`src/rtl/region_restart_pkg.sv`:
```
package region_restart_pkg;

  typedef enum logic [2:0] {
    ST_RUN,
    ST_REPLAY,
    ST_HELD,
    ST_TRAP,
    ST_SLOW
  } rrState_t;

  typedef struct packed {
    logic captureExc;
    logic dropPending;
    logic allowBoundary;
    logic redirBoundary;
    logic redirResume;
    logic raiseTrapSaved;
    logic raiseTrapExcPc;
    logic raiseTrapIrq;
  } rrStrobe_t;

endpackage

```
`src/rtl/region_restart_dp.sv`:
```
module region_restart_dp
  import region_restart_pkg::*;
#(
  parameter int PC_W = 32,
  parameter logic [PC_W-1:0] RESET_PC = '0
) (
  input  logic            clk,
  input  logic            rst_n,
  input  rrStrobe_t       strobes,
  input  logic            issueValid,
  input  logic [PC_W-1:0] issuePc,
  input  logic            issueIsBoundary,
  input  logic            regionRetired,
  input  logic [PC_W-1:0] excPc,
  output logic            excMatch,
  output logic            stopMatch,
  output logic            boundaryCommit,
  output logic            fetchRedirect,
  output logic [PC_W-1:0] fetchPc,
  output logic            trapValid,
  output logic [PC_W-1:0] trapPc,
  output logic            trapIsIrq,
  output logic [PC_W-1:0] boundaryPc
);

  logic [PC_W-1:0] savedPc;
  logic [PC_W-1:0] resumePc;
  logic [PC_W-1:0] pendingPc;
  logic            pendingValid;
  logic            markerSeen;
  logic            directCommit;
  logic            heldCommit;
  logic [PC_W-1:0] commitPc;

  // Comparators toward the control and the issue stage
  assign excMatch  = (excPc == savedPc);
  assign stopMatch = issueValid && (issuePc == savedPc);

  // Boundary tracking: a marker commits only once the previous region retired
  assign markerSeen     = strobes.allowBoundary && issueValid && issueIsBoundary;
  assign directCommit   = markerSeen && regionRetired;
  assign heldCommit     = strobes.allowBoundary && pendingValid && regionRetired;
  assign boundaryCommit = directCommit || heldCommit;
  assign commitPc       = directCommit ? issuePc : pendingPc;

  always_ff @(posedge clk) begin
    if (!rst_n) begin
      boundaryPc   <= RESET_PC;
      pendingPc    <= '0;
      pendingValid <= 1'b0;
    end else begin
      if (boundaryCommit) boundaryPc <= commitPc;
      if (strobes.dropPending || boundaryCommit) begin
        pendingValid <= 1'b0;
      end else if (markerSeen && !regionRetired) begin
        pendingValid <= 1'b1;
        pendingPc    <= issuePc;
      end
    end
  end

  // Fault address capture
  always_ff @(posedge clk) begin
    if (!rst_n) begin
      savedPc <= RESET_PC;
    end else if (strobes.captureExc) begin
      savedPc <= excPc;
    end
  end

  // Trap raise and resume address
  always_ff @(posedge clk) begin
    if (!rst_n) begin
      trapValid <= 1'b0;
      trapPc    <= '0;
      trapIsIrq <= 1'b0;
      resumePc  <= RESET_PC;
    end else begin
      trapValid <= strobes.raiseTrapSaved || strobes.raiseTrapExcPc || strobes.raiseTrapIrq;
      if (strobes.raiseTrapSaved) begin
        trapPc    <= savedPc;
        resumePc  <= savedPc;
        trapIsIrq <= 1'b0;
      end else if (strobes.raiseTrapExcPc) begin
        trapPc    <= excPc;
        resumePc  <= excPc;
        trapIsIrq <= 1'b0;
      end else if (strobes.raiseTrapIrq) begin
        trapPc    <= boundaryPc;
        resumePc  <= boundaryPc;
        trapIsIrq <= 1'b1;
      end
    end
  end

  // Fetch redirect
  always_ff @(posedge clk) begin
    if (!rst_n) begin
      fetchRedirect <= 1'b0;
      fetchPc       <= '0;
    end else begin
      fetchRedirect <= strobes.redirBoundary || strobes.redirResume;
      if (strobes.redirBoundary)    fetchPc <= boundaryPc;
      else if (strobes.redirResume) fetchPc <= resumePc;
    end
  end


  boundary_gated_chk: assert property (@(posedge clk) disable iff (!rst_n)
    (boundaryPc != $past(boundaryPc)) |-> $past(strobes.allowBoundary));


  redirect_target_chk: assert property (@(posedge clk) disable iff (!rst_n)
    strobes.redirBoundary |=> (fetchRedirect && fetchPc == $past(boundaryPc)));

endmodule

```
`src/rtl/region_restart_fsm.sv`:
```
module region_restart_fsm
  import region_restart_pkg::*;
(
  input  logic      clk,
  input  logic      rst_n,
  input  logic      excValid,
  input  logic      irqValid,
  input  logic      handlerDone,
  input  logic      excMatch,
  input  logic      stopMatch,
  input  logic      boundaryCommit,
  output rrStrobe_t strobes,
  output logic      replayActive,
  output logic      stopHit,
  output logic      inOrderMode,
  output logic      trapPending
);

  rrState_t state, stateNext;
  logic     fromSlow, fromSlowNext;

  always_comb begin
    strobes      = '0;
    stateNext    = state;
    fromSlowNext = fromSlow;
    unique case (state)
      ST_RUN: begin
        if (excValid) begin
          strobes.captureExc    = 1'b1;
          strobes.dropPending   = 1'b1;
          strobes.redirBoundary = 1'b1;
          stateNext             = ST_REPLAY;
        end else if (irqValid) begin
          strobes.raiseTrapIrq = 1'b1;
          fromSlowNext         = 1'b0;
          stateNext            = ST_TRAP;
        end else begin
          strobes.allowBoundary = 1'b1;
        end
      end
      ST_REPLAY, ST_HELD: begin
        if (excValid) begin
          if (excMatch) begin
            strobes.raiseTrapSaved = 1'b1;
            fromSlowNext           = 1'b0;
            stateNext              = ST_TRAP;
          end else begin
            strobes.redirBoundary = 1'b1;
            stateNext             = ST_SLOW;
          end
        end else if (state == ST_REPLAY && stopMatch) begin
          stateNext = ST_HELD;
        end
      end
      ST_TRAP: begin
        if (handlerDone) begin
          strobes.redirResume = 1'b1;
          stateNext           = fromSlow ? ST_SLOW : ST_RUN;
        end
      end
      ST_SLOW: begin
        if (excValid) begin
          strobes.captureExc     = 1'b1;
          strobes.dropPending    = 1'b1;
          strobes.raiseTrapExcPc = 1'b1;
          fromSlowNext           = 1'b1;
          stateNext              = ST_TRAP;
        end else begin
          strobes.allowBoundary = 1'b1;
          if (boundaryCommit) stateNext = ST_RUN;
        end
      end
      default: stateNext = ST_RUN;
    endcase
  end

  always_ff @(posedge clk) begin
    if (!rst_n) begin
      state    <= ST_RUN;
      fromSlow <= 1'b0;
    end else begin
      state    <= stateNext;
      fromSlow <= fromSlowNext;
    end
  end

  assign replayActive = (state == ST_REPLAY);
  assign stopHit      = replayActive && stopMatch;
  assign inOrderMode  = (state == ST_SLOW);
  assign trapPending  = (state == ST_TRAP);


  stop_ends_replay_chk: assert property (@(posedge clk) disable iff (!rst_n)
    stopHit |=> !replayActive);


  refault_traps_chk: assert property (@(posedge clk) disable iff (!rst_n)
    (excValid && excMatch && (state == ST_REPLAY || state == ST_HELD)) |=> trapPending);


  mismatch_slow_chk: assert property (@(posedge clk) disable iff (!rst_n)
    (excValid && !excMatch && (state == ST_REPLAY || state == ST_HELD)) |=> (inOrderMode && !replayActive));

endmodule

```
`src/rtl/region_restart_ctrl.sv`:
```
module region_restart_ctrl
  import region_restart_pkg::*;
#(
  parameter int PC_W = 32,
  parameter logic [PC_W-1:0] RESET_PC = 32'h0000_0100
) (
  input  logic            clk,
  input  logic            rst_n,
  input  logic            issueValid,
  input  logic [PC_W-1:0] issuePc,
  input  logic            issueIsBoundary,
  input  logic            regionRetired,
  input  logic            excValid,
  input  logic [PC_W-1:0] excPc,
  input  logic            irqValid,
  input  logic            handlerDone,
  output logic            fetchRedirect,
  output logic [PC_W-1:0] fetchPc,
  output logic            trapValid,
  output logic [PC_W-1:0] trapPc,
  output logic            trapIsIrq,
  output logic            replayActive,
  output logic            stopHit,
  output logic            inOrderMode,
  output logic            trapPending,
  output logic [PC_W-1:0] boundaryPc
);

  rrStrobe_t strobes;
  logic      excMatch;
  logic      stopMatch;
  logic      boundaryCommit;

  region_restart_fsm fsm_i (
    .clk           (clk),
    .rst_n         (rst_n),
    .excValid      (excValid),
    .irqValid      (irqValid),
    .handlerDone   (handlerDone),
    .excMatch      (excMatch),
    .stopMatch     (stopMatch),
    .boundaryCommit(boundaryCommit),
    .strobes       (strobes),
    .replayActive  (replayActive),
    .stopHit       (stopHit),
    .inOrderMode   (inOrderMode),
    .trapPending   (trapPending)
  );

  region_restart_dp #(.PC_W(PC_W), .RESET_PC(RESET_PC)) dp_i (
    .clk            (clk),
    .rst_n          (rst_n),
    .strobes        (strobes),
    .issueValid     (issueValid),
    .issuePc        (issuePc),
    .issueIsBoundary(issueIsBoundary),
    .regionRetired  (regionRetired),
    .excPc          (excPc),
    .excMatch       (excMatch),
    .stopMatch      (stopMatch),
    .boundaryCommit (boundaryCommit),
    .fetchRedirect  (fetchRedirect),
    .fetchPc        (fetchPc),
    .trapValid      (trapValid),
    .trapPc         (trapPc),
    .trapIsIrq      (trapIsIrq),
    .boundaryPc     (boundaryPc)
  );


  no_redirect_with_trap_chk: assert property (@(posedge clk) disable iff (!rst_n)
    !(fetchRedirect && trapValid));


  trap_leaves_replay_chk: assert property (@(posedge clk) disable iff (!rst_n)
    trapValid |-> (trapPending && !replayActive));

endmodule

```
`config.mk`:
```
export PLATFORM = sky130hd
export DESIGN_NAME = region_restart_ctrl
export DESIGN_NICKNAME = d
export VERILOG_FILES = /design/src/rtl/region_restart_pkg.sv /design/src/rtl/region_restart_dp.sv /design/src/rtl/region_restart_fsm.sv /design/src/rtl/region_restart_ctrl.sv
export SDC_FILE = /design/constraint.sdc
export NUM_CORES = 1
export LEC_CHECK = 0
export BUFFER_PORTS_ARGS = -buffer_cell sky130_fd_sc_hd__buf_4
export CORE_MARGIN = 2
export CORE_UTILIZATION = 35
export DETAILED_ROUTE_END_ITERATION = 10
export GPL_TIMING_DRIVEN = 1
export PLACE_DENSITY = 0.63
export SLEW_MARGIN = 20
export SYNTH_ARGS = -nofsm -noshare
export SYNTH_HDL_FRONTEND = slang
export SYNTH_SLANG_ARGS = --single-unit
```
`constraint.sdc`:
```
create_clock -name clk -period 1.9 [get_ports clk]
set_input_delay 0.095 -clock clk [delete_from_list [all_inputs] [get_ports clk]]
set_output_delay 0.095 -clock clk [all_outputs]
set_load 0.02 [all_outputs]
```
==> results.md, run 1 <==
* Run status: complete, but fails checks
* Failing checks: negative setup slack
* Remaining global-route overflow at 0
* Main synth FF type: dfxtp_1
* FFs w/ async S/R, synth at 0
* Buf/Inv on CP at 4
* # fillers at 2028
* Synthesized Nets at 1021
* Die H at 161.2 um
* EDFF count, synth at 0
* Critical Path Max Stage Delay at 0.37 ns
* Max Root-Sink Buffers at 2
* Simple-gate share of the synthesized area at 0.1844
* R2R Setup Slk at -0.48 ns
* Crit. End Element: flip-flop
* Vias at 8700
* First-pass GRT wire length at 49.88 mm
* Post-synthesis adder-cell area fraction at 0
* Combinational family with the most area after synthesis: simple AND/OR/NAND/NOR gates
* Area of the core at 24320 sq um
* N_diodes at 0
* Vias per cell at 5.448
* Drt total wl at 34.91 mm
* Root buf cell: clkbuf_16
* Worst path required time at 2.20 ns
* Vias in the first global route at 8217
* Drt first-iter violations at 752
* # nets final at 1332
* Netlist cell types at 50
* Synth Area in XOR/XNOR at 0.06585
* DIE WIDTH at 161.2 um
* Max-cap violations at 0
* CP cell instances: xor2_4 > nor4_4 > nand4_4 > buf_6 > o311ai_4 > buf_12 > buf_12 > buf_16 > nand3_2 > nor3b_2
* Worst reg2reg startpoint: dp_i.savedPc[15]
* Inst Count DP at 1471
* ANT nets after route at 0
* Global placer's final weighted congestion at 0.9314
* Worst-Margin Slew at 0.5972 ns
* RSZ-0062 raised after global routing: yes
* Slew Limit Fails at 0
* Port Buffers at 174
* RR Endpoint: dp_i.fetchPc[31]
* Mux contribution to synthesized area at 0.1541
* DRT Pass-1 Iters at 5
* Layout cells sized above 1 at 0.4328
* Cts bufs inserted at 17
* Critical path's slowest cell: dfxtp_4
* Final Power at 14.42 mW
* # IOs at 175
* CTS tree: yes
* Residual DRC at 0
* Critical Path Source Type: flip-flop
* H-tree levels at 4
* Reg area at 3413 sq um
* Initial antenna violation count at 0
* Overall Global Routing Usage at 0.2525
* Tmin final at 2.375 ns
* Final hold slack at 0.02693 ns
* Final hold vios at 0
* Fin cells at 1597
* Row cnt at 57
* Synth-to-layout area growth at 58.15%
* Mapped Cells at 949
* Placement Setup Slack at -0.3023 ns
* Final setup violating endpoints at 74
* TritonCTS Sinks at 169
* Top Family by Delay on Critical Path: simple AND/OR/NAND/NOR gates
* Sequential share of the synthesized area at 0.3913
* Setup ws final at -0.4752 ns
* Power per cell area at 1055 nW/um^2
* Worst min-delay path class: input pin to flip-flop
* Crit path from: dp_i.savedPc[15]
* CP Max Fanout at 8
* Critical Path Stages at 10
* Worst path most repeated cell: buf_12
* Yosys reg bits at 169
* Fmax at 0.4210 GHz
* Slew HR at 0.6019
* Crit Path Class: flip-flop to flip-flop
* Starting Density at 0.3555
* Final Skew at 0.01083 ns
* Final Cycle Share at 1.250
* Worst R2R Path Depth at 10
* Fin Setup TNS at -27.30 ns
* Leakage at 5.859 nW
* Area of the multi-input gates at 5363 sq um
* HPWL Detailed at 21.03 mm
* Wire per inst at 21.86 um
* Arrival time worst endpoint at 2.68 ns
* Full die area at 25980 sq um
* Clk pin slew, worst setup/hold paths at 0.07 ns
* Crit path to: dp_i.fetchPc[31]
* Synthesized cell area at 8646 sq um
* Mean area per synthesized cell at 9.110 sq um
* VDD IR max at 0.0006525 V
* Worst-Skew Late Latency at 0.44 ns
* Largest net degree at the start of global routing at 86
* Compound-Gate Fraction of Synth Area at 0.1352
* Yosys warnings at 0
-- state kept, by name, summed over array words and instances (netlist names) --
signal              cells
dp_i.boundaryPc        32
dp_i.fetchPc           32
dp_i.fetchRedirect      1
dp_i.pendingPc         32
dp_i.pendingValid       1
dp_i.resumePc          32
dp_i.savedPc           32
dp_i.trapIsIrq          1
dp_i.trapPc             1
dp_i.trapValid          1
fsm_i.fromSlow          1
fsm_i.state             3
-- per-stage QoR --
step	area, sq um	util
after detailed placement	11100	0.4566
after floorplan	8721	-
after global placement	11100	0.4566
final	13670	0.5622
after CTS	13130	0.5397
after global routing	13670	0.5622
-- area by class of cell --
type	count	area share
Timing Repair Buffer	391	0.2823
Inverter	7	0.002105
Tap cell	324	0.02965
Multi-Input combinational cell	674	0.3922
Clock inverter	14	0.01199
Clock buffer	18	0.03212
Sequential cell	169	0.2496
-- synthesized netlist by cell type (2+ instances only) --
master / instances / share of area
nor2_1: 40 / 0.017
nor3_1: 9 / 0.0052
or4b_2: 2 / 0.0023
a211oi_1: 32 / 0.028
a311oi_1: 2 / 0.0020
clkbuf_1: 35 / 0.015
xnor2_1: 16 / 0.016
nor3_2: 2 / 0.0023
mux2_2: 33 / 0.043
xor2_1: 49 / 0.050
mux2i_1: 96 / 0.11
buf_4: 38 / 0.033
o21ai_0: 2 / 0.0012
inv_1: 6 / 0.0026
buf_2: 22 / 0.013
nand4_1: 7 / 0.0051
nor3b_2: 24 / 0.035
nor3b_1: 9 / 0.0078
nand3_1: 35 / 0.020
nand4b_1: 2 / 0.0020
nand2_1: 142 / 0.062
dfxtp_1: 169 / 0.39
buf_6: 4 / 0.0052
nor4_1: 12 / 0.0087
nor4_2: 3 / 0.0043
o2bb2ai_1: 32 / 0.032
o211ai_1: 3 / 0.0026
a21oi_1: 101 / 0.058
-- routing by layer --
layer / track usage / part of all wire / wire [um] / vias up
met5: 0 / 0 / 0 / -
li1: - / - / - / 3968
met4: 0.08360 / 0.025 / 887 / 0
met1: 0.3432 / 0.43 / 14940 / 4273
met2: 0.4019 / 0.47 / 16480 / 405
met3: 0.05136 / 0.074 / 2596 / 54
-- power by group --
part           leakage (nW)  total (mW)  internal [mW]  switching [mW]
clock                 0.301        3.61           2.01            1.60
sequential             1.38        4.38           4.00           0.376
combinational          4.18        6.43           3.11            3.32
-- timing repair --
| item | CTS | global route |
|---|---|---|
| setup buffers | 28 | 2 |
| hold endpoints to repair | 51 | 0 |
| endpoints found under the setup margin | 120 | 137 |
| pin swaps | 38 | 29 |
| gates cloned | 12 | 7 |
| resized for setup | 70 | 81 |
| hold buffers | 50 | 0 |
-- how the worst min path moves through the flow --
stage | start | end | cells past startpoint
after floorplan | rst_n | dp_i.boundaryPc[8] | 1
after global placement | rst_n | dp_i.boundaryPc[8] | 2
after global routing | issuePc[17] | dp_i.boundaryPc[17] | 3
after CTS | issuePc[16] | dp_i.boundaryPc[16] | 3
final | issuePc[17] | dp_i.boundaryPc[17] | 3
after detailed placement | rst_n | dp_i.boundaryPc[8] | 2
-- cell usage in the layout (no fill, tap or decap), types with 4 or more instances in the layout --
cell type and instances:
buf_4 270, dfxtp_1 149, nand2_1 139, a21oi_1 100, mux2i_1 86, dlygate4sd3_1 50
xor2_1 42, nor2_1 36, mux2_2 33, a211oi_1 31, buf_12 28, nor3b_2 26
clkbuf_16 22, buf_6 21, dfxtp_2 18, nand3_2 17, nand3_1 16, o2bb2ai_1 16
o2bb2ai_2 14, buf_16 11, xnor2_1 7, xnor2_2 7, nand4_1 7, nor3b_1 7
mux2i_2 7, inv_1 6, nor4_4 6, nor4_1 5, xor2_2 5, inv_6 5
buf_8 5, nor3_1 4, nor3_4 4, nor4_2 4
-- worst min-delay path: stages --
cell,delay (ns)
buf_4,0.13
mux2i_1,0.12
a211oi_1,0.08
-- cell families (layout without fill, tap and decap cells) --
family / count (synthesis) / count (layout)
muxes: 129 / 129
buffers and inverters: 106 / 430
AOI/OAI and AO/OA: 181 / 181
xor gates and xnor gates: 65 / 65
DFF: 169 / 169
and+or+nand+nor: 299 / 299
No activity file was read; power rests on OpenSTA's default activity.
==> run 2, diff against run 1 <==
--- a/config.mk
+++ b/config.mk
@@ -10,7 +10,7 @@
 export CORE_UTILIZATION = 35
 export DETAILED_ROUTE_END_ITERATION = 10
 export GPL_TIMING_DRIVEN = 1
-export PLACE_DENSITY = 0.63
+export PLACE_DENSITY = 0.58
 export SLEW_MARGIN = 20
 export SYNTH_ARGS = -nofsm -noshare
 export SYNTH_HDL_FRONTEND = slang
==> results.md, run 2 (synthesized netlist as in run 1, its figures left out) <==
* Starting Density at 0.3555 (unchanged)
* Row cnt at 57 (unchanged)
* Die H at 161.2 um (unchanged)
* Area of the core at 24320 sq um (unchanged)
* Clk pin slew, worst setup/hold paths at 0.07 ns (about the same)
* Power per cell area at 1048 nW/um^2 (-0.64%)
* # nets final at 1343 (+0.83%)
* Power Internal at 9.528 mW (+4.4%)
* Full die area at 25980 sq um (unchanged)
* Slew HR at 0.4189 (-0.1830)
* ANT nets after route at 0 (unchanged)
* WHS Endpoint: dp_i.boundaryPc[18]
* Vias at 8727 (+0.31%)
* Tmin final at 2.307 ns (-0.06825 ns)
* Worst min-delay path startpoint: issuePc[18]
* Final core utilization at 0.5825 (+0.02027)
* Run status: complete, but fails checks
* Most common cell after layout, fill and taps aside: buf_4
* Final Cycle Share at 1.214 (-0.03592)
* DIE WIDTH at 161.2 um (unchanged)
* Leakage at 6.006 nW (+2.5%)
* Inst Count DP at 1482 (+0.75%)
* RSZ-0062 raised after global routing: yes
* Port Buffers at 174 (unchanged)
* Initial antenna violation count at 0 (unchanged)
* Fmax at 0.4335 GHz (+3.0%)
* Worst R2R Path Depth at 10 (unchanged)
* Vias in the first global route at 8240 (+0.28%)
* Clock share of power at 0.269 (+0.019)
* VDD IR max at 0.0005680 V (-13%)
* Critical path's slowest cell: nor3_4
* Worst-Skew Late Latency at 0.44 ns (about the same)
* Crit. End Element: flip-flop
* M3 GR Usage at 0.05316 (+0.001798)
* Grt met2 use at 0.4169 (+0.01502)
* Seq pwr share at 0.293 (-0.011)
* Wire per inst at 22.25 um (+1.8%)
* Worst min-delay path class: input pin to flip-flop
* Commonest cells after routing, fill and taps aside: buf_4 (282), dfxtp_1 (145), nand2_1 (117), a21oi_1 (84), mux2i_1 (80)
* Vias per cell at 5.427 (-0.38%)
* HPWL Detailed at 21.17 mm (+0.69%)
* N_diodes at 0 (unchanged)
* TritonCTS Sinks at 169 (unchanged)
* Net Switching at 5.320 mW (+0.47%)
* Worst hold stages at 3 (unchanged)
* Remaining global-route overflow at 0 (unchanged)
* DRT Pass-1 Iters at 5 (unchanged)
* First-pass GRT wire length at 51.45 mm (+3.1%)
* Synth-to-layout area growth at 63.85%
* H-tree levels at 4 (unchanged)
* Final Skew at 0.01211 ns (+0.001274 ns)
* Worst reg2reg startpoint: dp_i.savedPc[16]
* Worst-Margin Slew at 0.8688 ns (+0.2716 ns)
* Overall Global Routing Usage at 0.2623 (+0.009766)
* Cts bufs inserted at 17 (unchanged)
* Global placer's final weighted congestion at 0.8792 (-5.6%)
* Critical Path Source Type: flip-flop
* Residual DRC at 0 (unchanged)
* CP cell instances: xor2_2 > buf_4 > nor4_2 > nand4_1 > buf_6 > nor3_4 > buf_6 > nor3_4 > buf_12 > o2bb2ai_1
* Setup ws final at -0.4070 ns (+0.06825 ns)
* Largest net degree at the start of global routing at 38 (-56%)
* GR Util met1 at 0.3626 (+0.01946)
* Fin cells at 1608 (+0.69%)
* RR Endpoint: dp_i.resumePc[16]
* Max-cap violations at 0 (unchanged)
* Failing checks: negative setup slack
* Top Family by Delay on Critical Path: simple AND/OR/NAND/NOR gates
* # IOs at 175 (unchanged)
* R2R Setup Slk at -0.41 ns (+0.07 ns)
* Busiest layer in global routing: met2
* Root buf cell: clkbuf_16
* CTS tree: yes
* Final setup violating endpoints at 79 (+6.8%)
* Drt total wl at 35.78 mm (+2.5%)
* Buf/Inv on CP at 4 (unchanged)
* Combinational fraction of design power at 0.438 (-0.008)
* CP Max Fanout at 14 (+6)
* Critical Path Max Stage Delay at 0.66 ns (+0.29 ns)
* Drt first-iter violations at 809 (+7.6%)
* Max Root-Sink Buffers at 2 (unchanged)
* Switching share of total power at 0.3583 (-0.008794)
* Final hold slack at 0.02466 ns (-0.002272 ns)
* Final hold vios at 0 (unchanged)
* Crit path from: dp_i.savedPc[16]
* Worst path required time at 2.27 ns (+0.07 ns)
* Layout cells sized above 1 at 0.4984 (+0.06561)
* Arrival time worst endpoint at 2.68 ns (about the same)
* Crit Path Class: flip-flop to flip-flop
* Slew Limit Fails at 0 (unchanged)
-- run 2: changes by cell type in the layout (fill, tap and decap cells not counted), moves of 12 or more --
cell      delta
nand2_1     -22
a21oi_1     -16
a21oi_2     +15
buf_4       +12
a211oi_1    -13
a211oi_2    +13
nand2_2     +21
-- run 2: worst min-delay path, cell delays in order --
cell	delay, ns
buf_4	0.13
mux2i_1	0.12
a211oi_1	0.08
-- run 2: per-layer routing --
layer / wire length, um / share of wire
met1: 15800 / 0.44
met2: 16510 / 0.46
met3: 2814 / 0.079
met4: 654 / 0.018
met5: 0 / 0
-- run 2: area by class of cell --
cell class / count / area (sq um)
clock buffers: 18 / 429.2
clock inverters: 14 / 236.5
fillers: 2016 / 10150
inverters: 7 / 28.78
multi-input cells: 674 / 5657
flip-flops and latches: 169 / 3418
well taps: 324 / 405.4
repair buffers: 402 / 3991
-- run 2: power groups by stage --
stage | clock (mW) | combinational [mW] | sequential (mW)
finish | 3.99 | 6.50 | 4.36
global route | 4.15 | 6.84 | 4.40
CTS | 4.02 | 6.05 | 4.34
detailed placement | 0 | 4.87 | 4.38
global placement | 0 | 4.83 | 4.37
floorplan | 0 | 2.49 | 4.66
-- run 2: what timing repair did --
item	4_1_cts	5_1_grt
buffers inserted	24	8
hold buffers	46	0
resized for setup	139	116
hold endpoints to repair	47	0
pin swaps	61	49
cloned	18	8
endpoints found under the setup margin	137	125
-- run 2: worst max-delay path by stage --
stage / endpoint / slack, ns / depth (start not counted)
2_1_floorplan: fsm_i.state[1] / -0.07 / 6
5_1_grt: dp_i.resumePc[19] / -0.47 / 10
6_report: dp_i.resumePc[16] / -0.41 / 10
3_5_place_dp: fsm_i.state[1] / -0.39 / 7
3_3_place_gp: fsm_i.state[1] / -0.40 / 7
4_1_cts: stopHit / -0.34 / 8
-- run 2: per-stage QoR --
step	TNS, ns	instance area, sq um	worst slack, ns	total power [mW]
floorplan	-1.229	8721	-0.06605	7.154
global placement	-26.01	11100	-0.4022	9.203
detailed placement	-25.95	11100	-0.3919	9.256
CTS	-19.29	13570	-0.3378	14.41
global route	-31.15	14170	-0.4654	15.40
finish	-23.12	14170	-0.4070	14.85
==> run 3, diff against run 2 <==
--- a/config.mk
+++ b/config.mk
@@ -15,3 +15,4 @@
 export SYNTH_ARGS = -nofsm -noshare
 export SYNTH_HDL_FRONTEND = slang
 export SYNTH_SLANG_ARGS = --single-unit
+export TNS_END_PERCENT = 1
==> results.md, run 3 (synthesized netlist as in run 1, its figures left out) <==
* Full die area at 25980 sq um (unchanged)
* Synth-to-layout area growth at 46.24%
* Crit. End Element: flip-flop
* Worst min-delay path class: input pin to flip-flop
* Final core utilization at 0.5199 (-0.06261)
* Overall Global Routing Usage at 0.2333 (-0.02901)
* Root buf cell: clkbuf_16
* Starting Density at 0.3555 (unchanged)
* ANT nets after route at 0 (unchanged)
* Inst Count DP at 1475 (-0.47%)
* Clk pin slew, worst setup/hold paths at 0.08 ns (about the same)
* Row cnt at 57 (unchanged)
* Final hold vios at 0 (unchanged)
* Most common cell after layout, fill and taps aside: buf_4
* Commonest cells after routing, fill and taps aside: buf_4 (275), dfxtp_1 (152), nand2_1 (141), a21oi_1 (101), mux2i_1 (93)
* Worst-Skew Late Latency at 0.44 ns (about the same)
* Failing checks: negative setup slack
* HPWL Detailed at 21.76 mm (+2.8%)
* RSZ-0062 raised after global routing: yes
* Tmin final at 2.242 ns (-0.06536 ns)
* Worst-Margin Slew at 0.5860 ns (-0.2828 ns)
* Remaining global-route overflow at 0 (unchanged)
* Slew Limit Fails at 0 (unchanged)
* Net Switching at 4.880 mW (-8.3%)
* CP cell instances: xor2_1 > nor4_2 > nand4_2 > buf_4 > nor3_4 > buf_12 > buf_12 > mux2i_4 > o2bb2ai_1
* Fin cells at 1567 (-2.5%)
* H-tree levels at 4 (unchanged)
* Area of the core at 24320 sq um (unchanged)
* Vias per cell at 5.084 (-6.3%)
* Seq pwr share at 0.330 (+0.037)
* Final Cycle Share at 1.180 (-0.03440)
* Fmax at 0.4461 GHz (+2.9%)
* Crit Path Class: flip-flop to flip-flop
* Global placer's final weighted congestion at 0.9741 (+11%)
* Max Root-Sink Buffers at 2 (unchanged)
* Port Buffers at 174 (unchanged)
* CP Max Fanout at 8 (-6)
* N_diodes at 0 (unchanged)
* Max-cap violations at 0 (unchanged)
* # nets final at 1302 (-3.1%)
* VDD IR max at 0.0005769 V (+1.6%)
* Switching share of total power at 0.3709 (+0.01264)
* Initial antenna violation count at 0 (unchanged)
* Final Skew at 0.01351 ns (+0.001407 ns)
* Vias at 7966 (-8.7%)
* Largest net degree at the start of global routing at 42 (+11%)
* Critical path's slowest cell: nor4_2
* Vias in the first global route at 7709 (-6.4%)
* Critical Path Source Type: flip-flop
* Slew HR at 0.6052 (+0.1863)
* Arrival time worst endpoint at 2.57 ns (-0.11 ns)
* Setup ws final at -0.3416 ns (+0.06536 ns)
* Clock share of power at 0.264 (-0.005)
* # IOs at 175 (unchanged)
* Cts bufs inserted at 17 (unchanged)
* Critical Path Max Stage Delay at 0.42 ns (-0.24 ns)
* Residual DRC at 0 (unchanged)
* Combinational fraction of design power at 0.406 (-0.032)
* Die H at 161.2 um (unchanged)
* Power per cell area at 1040 nW/um^2 (-0.74%)
* DRT Pass-1 Iters at 5 (unchanged)
* TritonCTS Sinks at 169 (unchanged)
* Run status: complete, but fails checks
* CTS tree: yes
* First-pass GRT wire length at 46.45 mm (-9.7%)
* Final setup violating endpoints at 76 (-3.8%)
* Worst path required time at 2.23 ns (-0.04 ns)
* Wire per inst at 19.44 um (-13%)
* Drt first-iter violations at 683 (-16%)
* DIE WIDTH at 161.2 um (unchanged)
* Worst path most repeated cell: buf_12
* Drt total wl at 30.47 mm (-15%)
* Power Internal at 8.275 mW (-13%)
* Layout cells sized above 1 at 0.3781 (-0.1203)
* Leakage at 5.429 nW (-9.6%)
==> run 3: cell types whose count changed in the layout (fill, tap and decap cells not counted), moves of 11 or more <==
cell / previous run / this run
buf_16: 15 / 2
nand2_1: 117 / 141
a21oi_1: 84 / 101
a211oi_1: 18 / 32
o2bb2ai_1: 20 / 31
mux2i_1: 80 / 93
a21oi_2: 16 / 0
nand3_2: 23 / 2
nand2_2: 24 / 1
a211oi_2: 14 / 0
nand3_1: 11 / 33
==> run 3: critical path: cells and delay by family, from the launching register on <==
family                 cells  cell delay [ns]
flip-flops                 1             0.33
XOR/XNOR                   1             0.17
multiplexers               1             0.24
AO/OA/AOI/OAI              1             0.09
buffers and inverters      3             0.50
AND/OR/NAND/NOR            3             0.80
==> run 3: per-layer routing <==
| layer | routed length [um] | global-route usage |
|---|---|---|
| met1 | 14230 | 0.3273 |
| met2 | 14060 | 0.3751 |
| met3 | 1618 | 0.03416 |
| met4 | 568 | 0.06412 |
| met5 | 0 | 0 |
==> run 3: repair_timing <==
item / 4_1_cts / 5_1_grt
buffers inserted: 14 / 1
pin swaps: 16 / 14
hold buffers: 44 / 0
gates cloned: 2 / 1
endpoints found under the setup margin: 113 / 115
resized for setup: 41 / 19
endpoints found under the hold margin: 45 / 0
==> run 3: per-stage QoR <==
step	instance area, sq um	total power, mW	setup slack [ns]	setup TNS (ns)	hold WS [ns]
3_5_place_dp	11120	9.257	-0.5234	-30.67	0.3370
4_1_cts	12500	13.11	-0.4130	-23.08	0.01162
2_1_floorplan	8678	7.118	-0.06605	-3.064	0.1569
3_3_place_gp	11120	9.210	-0.5133	-31.16	0.3351
6_report	12640	13.15	-0.3416	-21.33	0.01995
5_1_grt	12640	13.78	-0.4437	-29.18	0.02186
==> run 3: cell type report <==
class / instances / area [sq um]
Fill cell: 2242 / 11680
Multi-Input combinational cell: 674 / 4996
Sequential cell: 169 / 3405
Timing Repair Buffer: 361 / 3234
Clock buffer: 17 / 425.4
Tap cell: 324 / 405.4
Clock inverter: 15 / 148.9
Inverter: 7 / 28.78
==> run 3: power by group through the flow <==
stage	combinational, mW	sequential, mW	clock, mW
6_report	5.34	4.34	3.48
5_1_grt	5.73	4.39	3.66
4_1_cts	5.26	4.33	3.52
3_5_place_dp	4.86	4.40	0
3_3_place_gp	4.82	4.39	0
2_1_floorplan	2.46	4.66	0
==> run 3: path summary, 6_finish.rpt <==
check                           slack [ns]  cells past startpoint                   to          startpoint
worst min-delay path                  0.02                      3  dp_i.boundaryPc[19]         issuePc[19]
worst max-delay path                 -0.34                      9    dp_i.resumePc[24]    dp_i.savedPc[22]
worst min register to register        0.45                      2   dp_i.pendingPc[13]  dp_i.pendingPc[13]
worst max register to register       -0.34                      9    dp_i.resumePc[24]    dp_i.savedPc[22]
